$ cat src/rtl/trs_pkg.sv
package trs_pkg;
    typedef enum logic [1:0] {
        K_ALLOC  = 2'd0,
        K_SCALAR = 2'd1,
        K_VPARAM = 2'd2,
        K_READY  = 2'd3
    } msg_kind_e;
endpackage

$ cat src/rtl/trs_free_list.sv
module trs_free_list #(
    parameter int NSLOT = 8,
    localparam int SW = $clog2(NSLOT),
    localparam int CW = $clog2(NSLOT + 1)
) (
    input  logic          clk,
    input  logic          rst_n,
    input  logic          take,
    input  logic          give,
    input  logic [SW-1:0] give_idx,
    output logic          has_free,
    output logic [SW-1:0] pick_idx,
    output logic [CW-1:0] free_cnt
);
    logic [NSLOT-1:0] free_q, free_d;

    always_comb begin
        has_free = |free_q;
        pick_idx = '0;
        for (int i = NSLOT - 1; i >= 0; i--) begin
            if (free_q[i]) pick_idx = SW'(i);
        end
        free_cnt = CW'($countones(free_q));
        free_d = free_q;
        if (take && has_free) free_d[pick_idx] = 1'b0;
        if (give) free_d[give_idx] = 1'b1;
    end

    always_ff @(posedge clk or negedge rst_n) begin
        if (!rst_n) free_q <= '1;
        else        free_q <= free_d;
    end


    free_of_live_chk: assert property (@(posedge clk) disable iff (!rst_n)
        give |-> !free_q[give_idx]);
endmodule

$ cat src/rtl/trs_release_seq.sv
module trs_release_seq #(
    parameter int SW = 3,
    parameter int IW = 4
) (
    input  logic          clk,
    input  logic          rst_n,
    input  logic          done_valid,
    input  logic [SW-1:0] done_slot,
    input  logic [IW-1:0] done_npar,
    output logic          busy,
    output logic [SW-1:0] cur_slot,
    output logic [IW-1:0] cur_idx,
    output logic          drop_valid,
    output logic          free_req
);
    typedef struct packed {
        logic          busy;
        logic [SW-1:0] slot;
        logic [IW-1:0] idx;
        logic [IW-1:0] n;
    } rel_t;

    rel_t rel_q, rel_d;

    always_comb begin
        rel_d = rel_q;
        if (rel_q.busy) begin
            if (rel_q.idx != rel_q.n) rel_d.idx  = rel_q.idx + IW'(1);
            else                      rel_d.busy = 1'b0;
        end else if (done_valid) begin
            rel_d.busy = 1'b1;
            rel_d.slot = done_slot;
            rel_d.idx  = '0;
            rel_d.n    = done_npar;
        end
    end

    always_ff @(posedge clk or negedge rst_n) begin
        if (!rst_n) rel_q <= '0;
        else        rel_q <= rel_d;
    end

    assign busy       = rel_q.busy;
    assign cur_slot   = rel_q.slot;
    assign cur_idx    = rel_q.idx;
    assign drop_valid = rel_q.busy && (rel_q.idx != rel_q.n);
    assign free_req   = rel_q.busy && (rel_q.idx == rel_q.n);


    start_needs_done_chk: assert property (@(posedge clk) disable iff (!rst_n)
        $rose(busy) |-> $past(done_valid));
endmodule

$ cat src/rtl/task_rsv_station.sv
module task_rsv_station
    import trs_pkg::*;
#(
    parameter int NSLOT = 8,
    parameter int MAXP  = 15,
    parameter int VW    = 8,
    parameter int STW   = 2,
    localparam int SW  = $clog2(NSLOT),
    localparam int IW  = $clog2(MAXP + 1),
    localparam int ENT = 1 << IW,
    localparam int CW  = $clog2(NSLOT + 1)
) (
    input  logic           clk,
    input  logic           rst_n,
    input  logic           msg_valid,
    input  logic [1:0]     msg_kind,
    input  logic [SW-1:0]  msg_slot,
    input  logic [IW-1:0]  msg_idx,
    input  logic [VW-1:0]  msg_ver,
    input  logic           msg_rdy,
    input  logic           msg_nxt_vld,
    input  logic [STW-1:0] msg_nxt_stn,
    input  logic [SW-1:0]  msg_nxt_slot,
    input  logic [IW-1:0]  msg_nxt_idx,
    output logic           alloc_ack,
    output logic           alloc_nack,
    output logic [SW-1:0]  alloc_slot,
    output logic [CW-1:0]  free_cnt,
    output logic           exec_valid,
    output logic [SW-1:0]  exec_slot,
    input  logic           done_valid,
    input  logic [SW-1:0]  done_slot,
    output logic           rel_busy,
    output logic           fwd_valid,
    output logic [STW-1:0] fwd_stn,
    output logic [SW-1:0]  fwd_slot,
    output logic [IW-1:0]  fwd_idx,
    output logic           drop_valid,
    output logic [SW-1:0]  drop_slot,
    output logic [IW-1:0]  drop_idx,
    output logic [VW-1:0]  drop_ver
);
    typedef struct packed {
        logic [NSLOT-1:0][ENT-1:0]          rdy;
        logic [NSLOT-1:0][ENT-1:0][VW-1:0]  ver;
        logic [NSLOT-1:0][ENT-1:0]          nv;
        logic [NSLOT-1:0][ENT-1:0][STW-1:0] nstn;
        logic [NSLOT-1:0][ENT-1:0][SW-1:0]  nslot;
        logic [NSLOT-1:0][ENT-1:0][IW-1:0]  nidx;
        logic [NSLOT-1:0][IW-1:0]           npar;
        logic [NSLOT-1:0][IW-1:0]           rcnt;
        logic                               ack;
        logic                               nack;
        logic [SW-1:0]                      aslot;
        logic                               exec_v;
        logic [SW-1:0]                      exec_s;
        logic                               fwd_v;
        logic [STW-1:0]                     fwd_stn;
        logic [SW-1:0]                      fwd_slot;
        logic [IW-1:0]                      fwd_idx;
    } st_t;

    st_t       st_q, st_d;
    msg_kind_e kind;
    logic      take, has_free, free_req, do_mark, in_rng;
    logic [SW-1:0] pick_idx;

    assign kind   = msg_kind_e'(msg_kind);
    assign take   = msg_valid && (kind == K_ALLOC);
    assign in_rng = msg_idx < st_q.npar[msg_slot];

    trs_free_list #(.NSLOT(NSLOT)) free_i (
        .clk(clk), .rst_n(rst_n), .take(take), .give(free_req),
        .give_idx(drop_slot), .has_free(has_free), .pick_idx(pick_idx),
        .free_cnt(free_cnt)
    );

    trs_release_seq #(.SW(SW), .IW(IW)) rel_i (
        .clk(clk), .rst_n(rst_n), .done_valid(done_valid),
        .done_slot(done_slot), .done_npar(st_q.npar[done_slot]),
        .busy(rel_busy), .cur_slot(drop_slot), .cur_idx(drop_idx),
        .drop_valid(drop_valid), .free_req(free_req)
    );

    always_comb begin
        st_d        = st_q;
        st_d.ack    = 1'b0;
        st_d.nack   = 1'b0;
        st_d.exec_v = 1'b0;
        st_d.fwd_v  = 1'b0;
        do_mark     = 1'b0;
        if (msg_valid) begin
            case (kind)
                K_ALLOC: begin
                    if (has_free) begin
                        st_d.ack            = 1'b1;
                        st_d.aslot          = pick_idx;
                        st_d.npar[pick_idx] = msg_idx;
                        st_d.rcnt[pick_idx] = '0;
                        st_d.rdy[pick_idx]  = '0;
                        if (msg_idx == '0) begin
                            st_d.exec_v = 1'b1;
                            st_d.exec_s = pick_idx;
                        end
                    end else begin
                        st_d.nack = 1'b1;
                    end
                end
                K_SCALAR: do_mark = in_rng;
                K_VPARAM: begin
                    if (in_rng) begin
                        st_d.ver[msg_slot][msg_idx]   = msg_ver;
                        st_d.nv[msg_slot][msg_idx]    = msg_nxt_vld;
                        st_d.nstn[msg_slot][msg_idx]  = msg_nxt_stn;
                        st_d.nslot[msg_slot][msg_idx] = msg_nxt_slot;
                        st_d.nidx[msg_slot][msg_idx]  = msg_nxt_idx;
                        do_mark = msg_rdy;
                    end
                end
                K_READY: begin
                    if (in_rng && !st_q.rdy[msg_slot][msg_idx]) begin
                        do_mark = 1'b1;
                        if (st_q.nv[msg_slot][msg_idx]) begin
                            st_d.fwd_v    = 1'b1;
                            st_d.fwd_stn  = st_q.nstn[msg_slot][msg_idx];
                            st_d.fwd_slot = st_q.nslot[msg_slot][msg_idx];
                            st_d.fwd_idx  = st_q.nidx[msg_slot][msg_idx];
                        end
                    end
                end
                default: ;
            endcase
        end
        if (do_mark && !st_q.rdy[msg_slot][msg_idx]) begin
            st_d.rdy[msg_slot][msg_idx] = 1'b1;
            st_d.rcnt[msg_slot] = st_q.rcnt[msg_slot] + IW'(1);
            if (st_q.rcnt[msg_slot] + IW'(1) == st_q.npar[msg_slot]) begin
                st_d.exec_v = 1'b1;
                st_d.exec_s = msg_slot;
            end
        end
    end

    always_ff @(posedge clk or negedge rst_n) begin
        if (!rst_n) st_q <= '0;
        else        st_q <= st_d;
    end

    assign alloc_ack  = st_q.ack;
    assign alloc_nack = st_q.nack;
    assign alloc_slot = st_q.aslot;
    assign exec_valid = st_q.exec_v;
    assign exec_slot  = st_q.exec_s;
    assign fwd_valid  = st_q.fwd_v;
    assign fwd_stn    = st_q.fwd_stn;
    assign fwd_slot   = st_q.fwd_slot;
    assign fwd_idx    = st_q.fwd_idx;
    assign drop_ver   = st_q.ver[drop_slot][drop_idx];


    grant_excl_chk: assert property (@(posedge clk) disable iff (!rst_n)
        $onehot0({alloc_ack, alloc_nack}));

    refuse_when_full_chk: assert property (@(posedge clk) disable iff (!rst_n)
        alloc_nack |-> $past(free_cnt) == '0);

    exec_after_msg_chk: assert property (@(posedge clk) disable iff (!rst_n)
        exec_valid |-> $past(msg_valid));

    fwd_after_ready_chk: assert property (@(posedge clk) disable iff (!rst_n)
        fwd_valid |-> $past(msg_valid && msg_kind == 2'd3));

    drop_in_release_chk: assert property (@(posedge clk) disable iff (!rst_n)
        drop_valid |-> rel_busy);
endmodule

$ cat config.mk
export PLATFORM = sky130hd
export DESIGN_NAME = task_rsv_station
export DESIGN_NICKNAME = d
export VERILOG_FILES = /design/src/rtl/trs_pkg.sv /design/src/rtl/trs_free_list.sv /design/src/rtl/trs_release_seq.sv /design/src/rtl/task_rsv_station.sv
export SDC_FILE = /design/constraint.sdc
export NUM_CORES = 2
export LEC_CHECK = 0
export BUFFER_PORTS_ARGS = -buffer_cell sky130_fd_sc_hd__buf_2
export CAP_MARGIN = 10
export CORE_ASPECT_RATIO = 2
export CORE_UTILIZATION = 48
export CTS_CLUSTER_DIAMETER = 200
export DETAILED_ROUTE_END_ITERATION = 8
export PLACE_DENSITY_LB_ADDON = 0.08
export SLEW_MARGIN = 5
export SYNTH_ARGS = -nofsm -noshare
export SYNTH_HDL_FRONTEND = slang
export SYNTH_HIERARCHICAL = 1
export SYNTH_SLANG_ARGS = --single-unit
$ cat constraint.sdc
create_clock -name clk -period 4.11 [get_ports clk]
set_clock_uncertainty 0.1 [all_clocks]
set_input_delay 0.2055 -clock clk [delete_from_list [all_inputs] [get_ports clk]]
set_output_delay 0.2055 -clock clk [all_outputs]
set_load 0.02 [all_outputs]
==> results.rst <==
.. list-table::
   :header-rows: 1

   * - Metric
     - Value
   * - Run status
     - finished, violations left
   * - Failing checks
     - negative setup slack
   * - Reg2Reg Depth
     - 12
   * - Horizontal die dimension
     - 348 µm
   * - Setup tns final
     - -3.65 ns
   * - Number of core rows
     - 253
   * - Count of cell types in the netlist
     - 89
   * - Worst Max-Slew Pin Slew
     - approximately 1.5 ns
   * - Worst ir drop on vdd
     - 412 µV
   * - Fraction of synthesized cell area taken by the top area cell type
     - 55.0%
   * - Initial antenna violation count
     - 35
   * - Buffer levels on the longest clock path
     - 4
   * - Initial drt markers
     - 5822
   * - Dominant delay contributor by cell family on the critical path
     - multiplexers
   * - Finish-stage setup viols
     - 8
   * - Sum of routed wire length over all layers
     - 400000 µm
   * - Avg Synthesized Cell Area
     - 14.5 µm²
   * - Worst Setup Path Type
     - flop to primary output
   * - Final worst-path cycle share
     - 112%
   * - Total Routing Usage GR
     - 33.3%
   * - EDFF count, synth
     - 0
   * - Biggest area contributors in the synthesized netlist
     - sky130_fd_sc_hd__dfrtp_1 55%, sky130_fd_sc_hd__mux2_2 24%, sky130_fd_sc_hd__mux4_2 7.2%
   * - Fraction of registers with async set or reset after synthesis
     - 100%
   * - Top cell types by occurrence after synthesis
     - 2527 x sky130_fd_sc_hd__dfrtp_1, 2418 x sky130_fd_sc_hd__mux2_2, 443 x sky130_fd_sc_hd__clkbuf_1
   * - Clock net sink count
     - 2535
   * - Worst R2R Setup Slack
     - 0.24 ns
   * - DRC viols
     - 0
   * - Seq/Total Area, Yosys
     - 55.2%
   * - Final-report max-slew violation count
     - 0
   * - Number of buffer and inverter instances along the worst setup path
     - 5
   * - Number of placed I/O pins
     - 75
   * - Library cell with the largest summed area after synthesis
     - sky130_fd_sc_hd__dfrtp_1
   * - Library cell with the highest instance count after synthesis
     - sky130_fd_sc_hd__dfrtp_1
   * - Number of cells traversed by the worst hold path
     - 4
   * - Hold WC Path Type
     - input pin to flop
   * - Global route total overflow
     - 0
   * - Final net count
     - 8103
   * - Power density relative to cell area
     - between 400 and 500 nW/µm²
   * - Number of filler instances in the final layout
     - a little under 20k
   * - Delay contributed by the slowest stage of the critical path
     - ~0.67 ns
   * - Synthesis-to-finish area growth
     - 13.8%
   * - Vias per std cell
     - 6.35
   * - Hold Crit Endpoint
     - fwd_idx[2]
   * - Insertion delay to the later sink of the worst-skew pair
     - 0.92 ns
   * - Floorplan Core Area
     - around 240000 µm²
   * - Cell area after layout
     - between 100000 and 150000 µm²
   * - Count of max-cap constraint violations
     - 0
   * - Hold_sp
     - msg_idx[3]
   * - Post-synth net total
     - 7964
   * - CTS Buf Count
     - between 200 and 250
   * - Warnings from Yosys
     - 6
   * - First-pass GRT wire length
     - 574000 µm
   * - Fmax achieved
     - roughly 220 MHz
   * - CTS H-Tree Depth
     - 4
   * - Dominant register cell in the synthesized netlist
     - sky130_fd_sc_hd__dfrtp_1
   * - Cell Area, Placed
     - 122000 µm²
   * - Final worst path period need
     - between 4 and 5 ns
   * - Gpl congestion
     - 0.931
   * - Die area
     - roughly 240000 µm²
   * - Starting utilization of the core area
     - between 40% and 50%
   * - Clock tree from TritonCTS
     - yes
   * - Routed wire per std cell
     - 34.8 µm
   * - Maximum number of pins on one net before global-route repair
     - 161
   * - Post-DP HPWL
     - ~260000 µm
   * - Die Y
     - 694 µm
   * - Unrepaired setup endpoints after global routing
     - true
   * - Number of storage elements in the synthesis netlist
     - 2535
   * - Total area of multi-input combinational cells
     - ~48000 µm²
   * - Data required time at the worst endpoint
     - 3.80 ns
   * - Via count of the first global-routing pass
     - 77.7k
   * - Total of buffers placed on input and output ports
     - 74
   * - Rel. slew slack
     - under 10%
   * - Worst path most repeated cell
     - sky130_fd_sc_hd__mux4_2
   * - Critical Path Sink Type
     - primary output
   * - Setup slack of the critical path after layout
     - -0.477 ns
   * - Slowest library cell on the worst path
     - sky130_fd_sc_hd__mux4_2
   * - Final hold vios
     - 0
   * - Number of iterations in the first detailed-routing pass
     - 6
   * - Kind of start point of the critical path
     - flop
   * - Fraction of final layout cells sized beyond drive strength 1
     - 47.7%
   * - Static leakage
     - ~64 nW
   * - Worst path cell trace
     - buf_12 -> buf_16 -> buf_12 -> buf_16 -> mux4_2 -> mux4_2 -> mux4_2 -> mux2_4 -> buf_6
   * - Sequential cell area in the final layout
     - 63500 µm²
   * - Critical path data arrival time
     - between 4 and 5 ns
   * - Post-route antenna net violation count
     - 0
   * - Number of instances in the synthesized netlist
     - 7914
   * - Clock Tree Root
     - sky130_fd_sc_hd__clkbuf_16
   * - Highest fanout seen on the critical path
     - 8
   * - Clock edge transition at the registers on the reported setup and hold paths
     - 0.07 ns
   * - Mapped cell area
     - 115000 µm²
   * - Via count of the routed design
     - 72.9k
## power breakdown
group / switching, mW / internal (mW)
clock network: 9.87 / 12.4
logic: 5.73 / 3.92
registers: 0.790 / 25.9
total: 16.4 / 42.2
## layout by cell type, fill, tap and decap left out, drive strengths merged, types with 12 or more instances in the layout
cell / n
and4: 21
mux2i: 185
a2111oi: 21
nand4: 15
nor3: 15
diode: 64
a221o: 23
clkbuf: 335
o22ai: 54
inv: 24
dfrtp: 2527
nand3: 23
a21oi: 55
and4b: 16
o2bb2ai: 27
o21ai: 203
clkinv: 59
a41oi: 16
mux4: 369
nor2b: 17
a22oi: 289
dlygate4sd3: 26
mux2: 2419
nand2b: 12
bufinv: 16
buf: 631
nor2: 54
a31oi: 40
a22o: 48
a221oi: 87
a41o: 16
nand2: 388
## tightest hold or removal path, cell delays in order
cell and delay, ns:
sky130_fd_sc_hd__buf_2 0.24, sky130_fd_sc_hd__a311o_1 0.33, sky130_fd_sc_hd__nand4_1 0.09, sky130_fd_sc_hd__mux2_2 0.14
## metal layers
metal,wire length (µm),part of all wire (%),track usage [%]
met2,199000,50,56.6
met4,35600,8.9,25.3
met3,18000,4.5,4.13
met1,147000,37,38.2
met5,73,0.018,0
## layout make-up
type	count	area share [%]
sequential	2535	48.5
clock inverter	85	0.682
timing repair buffer	658	5.54
clock buffer	335	5.19
antenna	64	0.122
multi-input combinational	4602	36.8
tap	3187	3.05
inverter	24	0.0689
## cells by family after synthesis
| kind of cell | after synthesis | share of synthesized area, % |
|---|---|---|
| AOI/OAI and AO/OA | 959 | 6.00 |
| adders and majority gates | 15 | 0.189 |
| muxes | 2973 | 32.5 |
| and+or+nand+nor | 649 | 3.04 |
| xor gates and xnor gates | 6 | 0.0457 |
| buffers and inverters | 777 | 2.98 |
| DFF | 2535 | 55.2 |
## timing repair
action,in CTS,in global routing
hold endpoints to repair,2313,0
cloned,7,0
endpoints found under the setup margin,8,9
resized for setup,46,3
buffers inserted,10,4
hold buffers,27,0
## through the flow
stage / utilization, % / hold slack, ns / power [mW] / setup WS [ns] / instances
3_3_place_gp: 51.4 / 0.108 / 36.0 / -0.212 / 11000
3_5_place_dp: 51.4 / 0.124 / 36.2 / -0.114 / 11000
4_1_cts: 55.0 / 0.00480 / 59.1 / -0.518 / 11400
6_report: 55.0 / 0.0557 / 58.6 / -0.477 / 11500
5_1_grt: 55.0 / 0.0281 / 60.5 / -0.527 / 11500
2_1_floorplan: - / -0.190 / 32.1 / 0.000165 / 7914
## worst max path at each step
stage	from	endpoint	depth (start not counted)
6_report	rel_i/cur_slot[0]	drop_ver[6]	9
5_1_grt	rel_i/cur_slot[0]	drop_ver[7]	8
4_1_cts	rel_i/cur_slot[0]	drop_ver[5]	9
3_5_place_dp	msg_slot[1]	fwd_stn[1]	13
3_3_place_gp	msg_slot[0]	fwd_stn[1]	10
2_1_floorplan	msg_slot[1]	flop	19
No activity file was read; power rests on OpenSTA's default activity.
